<file path="config.mk">
export PLATFORM = sky130hd
export DESIGN_NAME = alu16_sliced
export DESIGN_NICKNAME = d
export VERILOG_FILES = /design/src/rtl/alu16_sliced.sv
export SDC_FILE = /design/constraint.sdc
export NUM_CORES = 1
export LEC_CHECK = 0
export BUFFER_PORTS_ARGS = -buffer_cell sky130_fd_sc_hd__buf_2
export CORE_MARGIN = 5
export CORE_UTILIZATION = 40
export DETAILED_ROUTE_END_ITERATION = 8
export PLACE_DENSITY_LB_ADDON = 0.15
export SLEW_MARGIN = 20
export SYNTH_ARGS = -nofsm -noshare
export SYNTH_HDL_FRONTEND = slang
export SYNTH_SLANG_ARGS = --single-unit
</file>
<file path="constraint.sdc">
create_clock -name vclk -period 4.4
set_input_delay 0.22 -clock vclk [all_inputs]
set_output_delay 0.22 -clock vclk [all_outputs]
set_load 0.03 [all_outputs]
</file>
<file path="src/rtl/alu16_sliced.sv">
module alu16_sliced #(
  parameter int W = 16
) (
  input  logic [W-1:0] a_i,
  input  logic [W-1:0] b_i,
  input  logic [3:0]   fsel_i,
  input  logic         logic_i,
  input  logic         cin_i,
  output logic [W-1:0] y_o,
  output logic         cout_o,
  output logic         eq_o
);
  localparam int NS = W / 4;

  logic [NS-1:0] sp, sg;
  logic [NS:0]   c;

  for (genvar k = 0; k < NS; k++) begin : g_slice
    logic [3:0] a, b, t, u, ci;
    assign a = a_i[4*k +: 4];
    assign b = b_i[4*k +: 4];
    assign t = a | (b & {4{fsel_i[0]}}) | (~b & {4{fsel_i[1]}});
    assign u = (a & b & {4{fsel_i[3]}}) | (a & ~b & {4{fsel_i[2]}});
    assign ci[0] = c[k];
    assign ci[1] = u[0] | (t[0] & c[k]);
    assign ci[2] = u[1] | (t[1] & u[0]) | (t[1] & t[0] & c[k]);
    assign ci[3] = u[2] | (t[2] & u[1]) | (t[2] & t[1] & u[0])
                 | (t[2] & t[1] & t[0] & c[k]);
    assign sp[k] = &t;
    assign sg[k] = u[3] | (t[3] & u[2]) | (t[3] & t[2] & u[1])
                 | (t[3] & t[2] & t[1] & u[0]);
    assign y_o[4*k +: 4] = logic_i ? ~(t ^ u) : (t ^ u ^ ci);
  end

  logic gp, gg;
  assign c[0] = cin_i;
  assign c[1] = sg[0] | (sp[0] & cin_i);
  assign c[2] = sg[1] | (sp[1] & sg[0]) | (sp[1] & sp[0] & cin_i);
  assign c[3] = sg[2] | (sp[2] & sg[1]) | (sp[2] & sp[1] & sg[0])
              | (sp[2] & sp[1] & sp[0] & cin_i);
  assign gp = &sp;
  assign gg = sg[3] | (sp[3] & sg[2]) | (sp[3] & sp[2] & sg[1])
            | (sp[3] & sp[2] & sp[1] & sg[0]);
  assign c[4]   = gg | (gp & cin_i);
  assign cout_o = c[4];
  assign eq_o   = &y_o;
endmodule

</file>
# ---- Yosys cells after proc, flatten, opt, wreduce, memory -nomap -nowiden
# Cells that the tools add are included.
dict set report totals {
  inputBits 38
  regBits 0
  output_inout_bits 18
}
dict set report op_classes {
  n_reduce_logical 6
  n_bitwise 169
  muxes 4
}
# operator count
set op_table {}
lappend op_table {{AND 4 bit} 24}
lappend op_table {{AND 1 bit} 71}
lappend op_table {{bitwise OR 4 bit} 12}
lappend op_table {{bitwise OR 1 bit} 46}
lappend op_table {{inverter 4 bit} 8}
lappend op_table {{AND reduction 16 bit} 2}
lappend op_table {{bitwise XOR 4 bit} 8}
lappend op_table {{2-to-1 mux 4 bit} 4}
lappend op_table {{AND reduction 4 bit} 4}

# ---- Logic depth before layout (Yosys ltp)
# Gate-level depths: netlist (run 1).
dict set report logic_depth {
  ltp_word 17
  depth_mapped 11
  mapped_depth_nobuf 9
}

# ---- Least setup slack after synthesis (run 1)
# OpenSTA, ideal clock, no wires.
dict set report synth_timing {
  kind {input-to-output}
  startpoint {input port fsel_i[0]}
  endpoint {output port eq_o}
  path_stages 10
  n_path_buf 1
  setup_slack_ns 1.373
  arrival_ns 2.807
  t_required_ns 4.180
  path_cell_list {buf_6 > mux2_4 > o21ai_2 > a31oi_4 > a21oi_4 > nor2_1 > a211oi_1 > and4_1 > and4_1 > and4_1}
}
dict set report synth_between {
  word_cells_on_any_way 131
}
# element line_no
set synth_lines {}
lappend synth_lines {{start: declaration} 6} ;# input logic [3:0] fsel_i,
lappend synth_lines {{AND 4 bit} 22} ;# assign t = a | (b & {4{fsel_i[0]}}) | (~b & {4{fsel_i[1]}});
lappend synth_lines {{bitwise OR 4 bit (2 in series)} 22}
lappend synth_lines {{AND 1 bit (on tied branches)} {30, 31}}
lappend synth_lines {{bitwise OR 1 bit, or another cell as far along} 30} ;# assign sg[k] = u[3] | (t[3] & u[2]) | (t[3] & t[2] & u[1])
lappend synth_lines {{bitwise OR 1 bit / AND 1 bit (equally long branches)} {30, 31}}
lappend synth_lines {{bitwise OR 1 bit} 31} ;# | (t[3] & t[2] & t[1] & u[0]);
lappend synth_lines {{bitwise OR 1 bit} 37} ;# assign c[1] = sg[0] | (sp[0] & cin_i);
lappend synth_lines {{AND 1 bit} 28} ;# | (t[2] & t[1] & t[0] & c[k]);
lappend synth_lines {{bitwise OR 1 bit} 28}
lappend synth_lines {{bitwise XOR 4 bit} 32} ;# assign y_o[4*k +: 4] = logic_i ? ~(t ^ u) : (t ^ u ^ ci);
lappend synth_lines {{2-to-1 mux 4 bit *} 32}
lappend synth_lines {{via y_o[7]} 9} ;# output logic [W-1:0] y_o,
lappend synth_lines {{AND reduction 16 bit *} 46} ;# assign eq_o = &y_o;
lappend synth_lines {{end: declaration} 11} ;# output logic eq_o
# The timed path passes the listed nets; every way through them passes the cells marked *.

# ---- Worst setup path after layout (run 1)
dict set report layout_timing {
  startpoint {input port fsel_i[0]}
  endpoint {output port eq_o}
}
dict set report layout_between {
  elab_chain_cells 16
  word_cells_on_any_way 131
}
# element line_no
set layout_rtl {}
lappend layout_rtl {{AND 4 bit} 22}
lappend layout_rtl {{bitwise OR 4 bit (2 in series)} 22}
lappend layout_rtl {{AND 1 bit (on tied branches)} {30, 31}}
lappend layout_rtl {{bitwise OR 1 bit, or another cell as far along} 30}
lappend layout_rtl {{bitwise OR 1 bit / AND 1 bit (equally long branches)} {30, 31}}
lappend layout_rtl {{bitwise OR 1 bit} 31}
lappend layout_rtl {{AND 1 bit} 39} ;# assign c[3] = sg[2] | (sp[2] & sg[1]) | (sp[2] & sp[1] & sg[0])
lappend layout_rtl {{bitwise OR 1 bit (2 in series)} 39}
lappend layout_rtl {{bitwise OR 1 bit} 40} ;# | (sp[2] & sp[1] & sp[0] & cin_i);
lappend layout_rtl {{AND 1 bit (on tied branches)} {25, 26, 28}}
lappend layout_rtl {{bitwise OR 1 bit (on tied branches)} {25, 26, 28}}
lappend layout_rtl {{bitwise XOR 4 bit} 32}
lappend layout_rtl {{2-to-1 mux 4 bit} 32}
lappend layout_rtl {{AND reduction 16 bit *} 46}
# Mark *: on every way between the ends. The rest lies on a longest branch, timed or not.

==> flow_summary.ini, run 1 <==
[run_status]
outcome = completed

[setup_path]
crit_top_cell = and4_1
arrival_ns = 2.72
crit_fanout = 26
max_stage_delay_ns = 0.41
cp.required_ns = 4.18
path_class = in2out
cp_cell_sequence = buf_2 > and2_4 > o311ai_4 > a311oi_4 > nor2_1 > a221oi_2 > xnor2_1 > and4_1 > and4_1 > and4_1 > buf_2
setup.worst_path.start_class = input port
slowest_stage = buf_2
end_kind = primary output

[global_route]
grt_overflow = 0
grt_pass1_wl_mm = 7.210
antenna_found_initial = 0
grt_usage = 0.1574
grt_max_degree = 27
grt_pass1_vias = 1608

[yosys]
synth-xor-area-share = 0.08267
synth.largest_area_cell = a211oi_1
avgSynthCellArea_um2 = 6.934
synth_compound_area_frac = 0.4428
syn_inst = 227
ys_types = 52
synthAdderAreaFrac = 0
netlist_area_um2 = 1574
synth-seq-area-share = 0
ys_top_cells_by_count = nand2_1, nor2_1, a21oi_1
synth.net_count = 265
yosysWarningCount = 0
synth.area.top_cells = a211oi_1, a21oi_1, nand2_1
synth_top_area_share = 0.06200
synth_top_family_by_area = compound AO/OA/AOI/OAI gates
synth_mux_area_frac = 0.1113
synthSimpleGateAreaFrac = 0.2925

[power]
max-vdd-ir-drop_uv = 81.97
p_leak_nw = 0.7951
finalPower_uw = 318.1
power_density_nw_per_um2 = 173.2

[floorplan]
start_util = 0.4205
dieArea_um2 = 5290
die_x_um = 72.73
die_h_um = 72.73
io_pins = 56
core_um2 = 3744
rows = 22

[clock_tree]
postCtsSetupBuffers = 0
cts_resized = 0
cts_hold_buf = 0

[placement]
placed_cell_area_um2 = 1837
port-buffer-count = 56
hpwl_mm = 3.427
routabilityCongestion = 0.8344

[routing]
drt_iter0_markers = 67
firstDrtPassIters = 4
via_count = 1758
post_drt_wl_per_cell_um = 13.55
drcViolationCount = 0
routed_wl_mm = 4.308
postRouteAntennaNets = 0
vias_per_cell = 5.528

[finish]
diodes = 0
final_area_um2 = 1837
layout.nets = 310
drive_gt1_frac = 0.3296
ff_latch_area_um2 = 0
final_core_util = 0.4906
areaGrowthSynthToFinish_pct = 16.69
flops_and_latches = 0
nClkBuffers = 0

[sta]
max_clock_freq_mhz = 340.0
post-route-period-util = 0.6684
finalMaxSlewViolations = 0
fin_crit_ns = 2.941
finalSetupViolCount = 0
rsz0062_at_grt = no
hold_violations = 0
tightestPinTransition_ns = 0.5032
maxSlewHeadroom = 0.6645
finalSetupTns_ns = 0

[hold_path]
hp-class = in2out

[job]
cap_viol_max_count = 0
## per-layer routing
| layer | global-route usage | up-vias | share of wire |
|---|---|---|---|
| li1 | - | 927 | - |
| met1 | 0.2157 | 790 | 0.48 |
| met2 | 0.2776 | 41 | 0.45 |
| met3 | 0.01928 | 0 | 0.062 |
| met4 | 0.002049 | 0 | 0 |
| met5 | 0 | - | 0 |
## worst max-delay path, delay by kind of cell
kind	cells	cell delay, ns
AO/OA/AOI/OAI	3	0.74
buffers and inverters	2	0.61
AND/OR/NAND/NOR	5	0.98
XOR/XNOR	1	0.17
## kinds of logic (layout without fill, tap and decap cells)
kind of cell | after synthesis | after routing
compound gates | 85 | 85
mux | 15 | 15
buf+inv | 22 | 65
xor+xnor | 14 | 14
simple gates | 91 | 91
## power by group
group	switching, mW	internal [mW]	total, mW	leakage [nW]
clock network	0	0	0	0
logic	0.203	0.115	0.318	0.795
registers	0	0	0	0
## area by class of cell
type               instances  area (µm²)
fillers                  415        1907
multi-input cells        205        1463
repair buffers            56       280.3
well taps                 48       60.06
inverters                  9       33.78
## path summary, 6_finish.rpt
check,start,endpoint,slack [ns],cells past startpoint
hold / removal,cin_i,y_o[0],0.89,4
setup / recovery,fsel_i[0],eq_o,1.46,11
## cells in the final DEF (no fill, tap or decap), drive strengths merged, types with 10 or more instances in the layout
cell / count
nor2b: 11
buf: 56
nand2b: 10
a21oi: 22
o211ai: 13
nand2: 25
nor2: 25
o21ai: 14
mux2: 11
a211oi: 15
## through the flow
stage | worst slack (ns) | instances | hold WS (ns)
after floorplan | 1.373 | 227 | 0.7032
after global placement | 1.506 | 318 | 0.8935
after detailed placement | 1.482 | 318 | 0.8991
after CTS | 1.477 | 318 | 0.8997
after global routing | 1.340 | 318 | 0.9206
final | 1.459 | 318 | 0.8946
(Power assumes the default switching activity.)
==> run 2: changes to the inputs <==
Clock period 4.4 ns to 3 ns, I/O delays scaled along.
==> run 2 against run 1 <==
Effect of this change:
- power up 47%
- count of clock-buffer cells in the layout unchanged
- final cell count up 0.63%
- worst setup slack worse by 1.1 ns
- global-route usage up 0.085 points
- via count down 0.85%
- combinational power up 47%
- hold slack worse by 0.14 ns
- non-clock buffer count up 2
- utilization up 0.40 points
- critical path depth unchanged
- largest cell class unchanged
- largest power group unchanged
==> flow_summary.ini, run 2 (same netlist as run 1, synthesis figures left out) <==
[placement]
routabilityCongestion = 0.8611
place_inst = 320
port-buffer-count = 56
hpwl_mm = 3.461

[job]
cap_viol_max_count = 0

[sta]
finalSetupTns_ns = 0
finalMaxSlewViolations = 0
tightestPinTransition_ns = 0.4643
fin_crit_ns = 2.673
max_clock_freq_mhz = 374.1
hold_violations = 0
maxSlewHeadroom = 0.6886
post-route-period-util = 0.8911
finalSetupViolCount = 0
rsz0062_at_grt = no

[routing]
postRouteAntennaNets = 0
firstDrtPassIters = 4
post_drt_wl_per_cell_um = 13.19
via_count = 1743
vias_per_cell = 5.447
drcViolationCount = 0
routed_wl_mm = 4.220
drt_iter0_markers = 84

[floorplan]
die_x_um = 72.73
die_h_um = 72.73
start_util = 0.4205
rows = 22
io_pins = 56
dieArea_um2 = 5290
core_um2 = 3744

[setup_path]
end_kind = primary output
path_class = in2out
crit_fanout = 21
arrival_ns = 2.52
cp.required_ns = 2.85
crit_start = fsel_i[3]
slowest_stage = a311oi_4
critPathBufInv = 2
max_stage_delay_ns = 0.40
setup.worst_path.start_class = input port
crit_family = compound AO/OA/AOI/OAI gates
crit_top_cell = and4_1
crit_end = eq_o
cp_cell_sequence = buf_2 > mux2_4 > o311ai_4 > a311oi_4 > nor2_1 > a221oi_2 > xnor2_1 > and4_1 > and4_1 > and4_1 > buf_2
cp.depth = 11

[finish]
diodes = 0
final.fill_count = 433
flops_and_latches = 0
nClkBuffers = 0
ff_latch_area_um2 = 0
mostFrequentLayoutCells = buf_2, nand2_1, nor2_1, a21oi_1, a211oi_1
final_common_cell = buf_2
drive_gt1_frac = 0.3346
layout.nets = 312
final_cells = 320
areaGrowthSynthToFinish_pct = 17.65

[clock_tree]
cts_hold_buf = 0
cts_resized = 0
postCtsSetupBuffers = 0

[global_route]
grt_pass1_wl_mm = 7.113
grt_usage = 0.1583
grtUsageMet3 = 0.01377
grt_pass1_vias = 1534
top_usage_layer = met2
grtUsageMet2 = 0.2575
grt_max_degree = 22
grt_overflow = 0
antenna_found_initial = 0
grt_use_met1 = 0.2328

[run_status]
outcome = completed

[hold_path]
hp-class = in2out
min_from = cin_i

[power]
power_density_nw_per_um2 = 251.8
p_leak_nw = 0.8049
max-vdd-ir-drop_uv = 136.6
run 2: per-layer routing:
layer	part of all wire	wire length [µm]	vias to the layer above
met4	0.0055	23	0
li1	-	-	932
met3	0.059	250	2
met5	0	0	-
met1	0.49	2051	771
met2	0.45	1893	38
run 2: worst min-delay path by stage:
stage / endpoint / slack [ns] / depth (start not counted)
final: y_o[0] / 0.76 / 4
after detailed placement: y_o[0] / 0.76 / 4
after CTS: y_o[0] / 0.76 / 4
after global placement: y_o[0] / 0.75 / 4
after global routing: y_o[0] / 0.79 / 4
after floorplan: y_o[0] / 0.56 / 2
run 2: area by class of cell:
class / instances / area (µm²) / area share
Timing Repair Buffer: 58 / 295.3 / 0.1595
Multi-Input combinational cell: 205 / 1463 / 0.7899
Tap cell: 48 / 60.06 / 0.03243
Inverter: 9 / 33.78 / 0.01824
run 2: power by group:
part           internal (mW)  leakage (nW)  switching (mW)
Clock                      0             0               0
Sequential                 0             0               0
Combinational          0.171         0.805           0.295
run 2: tightest hold or removal path, delay by kind of cell:
kind / cells / cell delay (ns)
AND/OR/NAND/NOR: 1 / 0.05
XOR/XNOR: 1 / 0.14
buffers and inverters: 2 / 0.27
run 2: stage by stage:
step	hold slack, ns	cell area, µm²	power [mW]	setup slack (ns)	utilization
CTS	0.7606	1852	0.4706	0.3113	0.4947
finish	0.7592	1852	0.4663	0.3268	0.4947
detailed placement	0.7595	1852	0.4690	0.3212	0.4947
floorplan	0.5632	1574	0.3451	0.1132	-
global placement	0.7536	1852	0.4692	0.2592	0.4947
global route	0.7902	1852	0.5122	0.1119	0.4947
==> run 3: changes to the inputs <==
Settings changed: ABC_AREA from default to 1.
==> run 3 against run 2 <==
Effect of this change:
- non-clock buffer count decreased by 2
- via count increased by 8.4%
- worst setup slack improved by 0.45 ns
- highest routed layer is now met3
==> flow_summary.ini, run 3 <==
[run_status]
outcome = completed

[routing]
vias_per_cell = 4.543
routed_wl_mm = 4.050
drcViolationCount = 0
firstDrtPassIters = 4
via_count = 1890
drt_iter0_markers = 99
post_drt_wl_per_cell_um = 9.736
postRouteAntennaNets = 0

[global_route]
grt_pass1_wl_mm = 6.851
grt_max_degree = 17
grt_overflow = 0
antenna_found_initial = 0
grt_pass1_vias = 1648
grt_usage = 0.1510

[sta]
rsz0062_at_grt = no
finalSetupTns_ns = 0
whs_ns = 0.7512
post-route-period-util = 0.7422
hold_violations = 0
tightestPinTransition_ns = 0.3474
max_clock_freq_mhz = 449.1
maxSlewHeadroom = 0.7663
finalMaxSlewViolations = 0
finalSetupViolCount = 0
postLayoutSetupSlackWorst_ns = 0.7734
fin_crit_ns = 2.227

[finish]
layout.nets = 408
final_core_util = 0.4915
nClkBuffers = 0
diodes = 0
mostFrequentLayoutCells = nand2_1, inv_1, buf_2, nor2_1, nand3_1
flops_and_latches = 0
areaGrowthSynthToFinish_pct = 17.52
ff_latch_area_um2 = 0
drive_gt1_frac = 0.2799
final_common_cell = nand2_1

[setup_path]
cp_cell_sequence = buf_2 > nand2_1 > nand3_2 > nand2_1 > nand2_1 > nand3_2 > nand2_4 > a21oi_1 > o21ai_0 > xor2_1 > nand3_1 > nor2_1 > buf_2
cp.required_ns = 2.85
arrival_ns = 2.08
crit_top_cell = nand2_1
crit_fanout = 16
crit_family = simple AND/OR/NAND/NOR gates
critPathBufInv = 2
max_stage_delay_ns = 0.30
slowest_stage = buf_2
setup.worst_path.start_class = input port
end_kind = primary output
path_class = in2out

[power]
clock_power_share = 0
power_frac_seq = 0
p_leak_nw = 1.134
power_switching_uw = 282.1
power_switching_share = 0.6788
power_frac_comb = 1.000
power.internal_uw = 133.5
max-vdd-ir-drop_uv = 98.37
power_density_nw_per_um2 = 229.2

[hold_path]
holdPathStages = 4
min_from = a_i[15]
hp-class = in2out
holdPathEnd = cout_o

[clock_tree]
cts_resized = 0
postCtsSetupBuffers = 0
cts_hold_buf = 0

[yosys]
ys_types = 30
synth.area.top_cells = nand2_1, inv_1, nor2_1
synth-seq-area-share = 0
ys_top_cells_by_count = nand2_1, inv_1, nor2_1
synth_top_area_share = 0.2287
yosysMostFrequentCell = nand2_1
avgSynthCellArea_um2 = 4.836
netlist_area_um2 = 1543
synth.net_count = 357
synth.largest_area_cell = nand2_1
yosysWarningCount = 0
syn_inst = 319

[placement]
routabilityCongestion = 0.8633
port-buffer-count = 56
hpwl_mm = 3.419
pre_cts_ws_ns = 0.7501

[floorplan]
die_x_um = 72.11
rows = 22
io_pins = 56
dieArea_um2 = 5199
die_h_um = 72.11
core_um2 = 3689
start_util = 0.4182

[job]
cap_viol_max_count = 0
==> run 3: cell count changes after synthesis, moves of 20 or more <==
cell,change
inv_1,+49
nor2_1,+24
nand2_2,+20
nand3_1,+23
nand2_1,+69
==> run 3: metrics by stage <==
step	total power, mW	cells	area, µm²
floorplan	0.3162	319	1543
global placement	0.4144	416	1813
detailed placement	0.4174	416	1813
CTS	0.4183	416	1813
global route	0.4680	416	1813
finish	0.4156	416	1813
==> run 3: routing by layer <==
layer  share of wire  track usage  up-vias  routed length, µm
met2            0.44       0.2710       42               1794
met3           0.062     0.005540        0                253
li1                -            -     1076                  -
met4               0     0.002088        0                  0
met5               0            0        -                  0
met1            0.49       0.2107      772               2003
==> run 3: layout make-up <==
cell class         count  area [µm²]
fillers              454        1876
multi-input cells    250        1232
well taps             48       60.06
inverters             62       240.2
repair buffers        56       280.3
==> run 3: cells by family (layout without fill, tap and decap cells) <==
| family | Yosys count | count (layout) | share of synthesized area |
|---|---|---|---|
| AO/OA/AOI/OAI | 32 | 32 | 0.1330 |
| XOR/XNOR | 1 | 1 | 0.005678 |
| buffers and inverters | 69 | 118 | 0.2011 |
| AND/OR/NAND/NOR | 217 | 217 | 0.6602 |
==> run 3: power groups by stage <==
| stage | clock network [mW] | logic, mW | registers (mW) |
|---|---|---|---|
| 2_1_floorplan | 0 | 0.316 | 0 |
| 3_3_place_gp | 0 | 0.414 | 0 |
| 3_5_place_dp | 0 | 0.417 | 0 |
| 4_1_cts | 0 | 0.418 | 0 |
| 5_1_grt | 0 | 0.468 | 0 |
| 6_report | 0 | 0.416 | 0 |
==> run 3: tightest hold or removal path: stages <==
cell and delay (ns):
buf_2 0.09, a211oi_1 0.05, o21bai_1 0.12, buf_2 0.19
==> run 3: how the worst max path moves through the flow <==
stage | start | to | cells past startpoint
6_report | fsel_i[0] | eq_o | 13
5_1_grt | fsel_i[0] | eq_o | 13
4_1_cts | fsel_i[0] | eq_o | 13
3_5_place_dp | fsel_i[0] | eq_o | 13
3_3_place_gp | fsel_i[0] | eq_o | 13
2_1_floorplan | fsel_i[1] | eq_o | 12
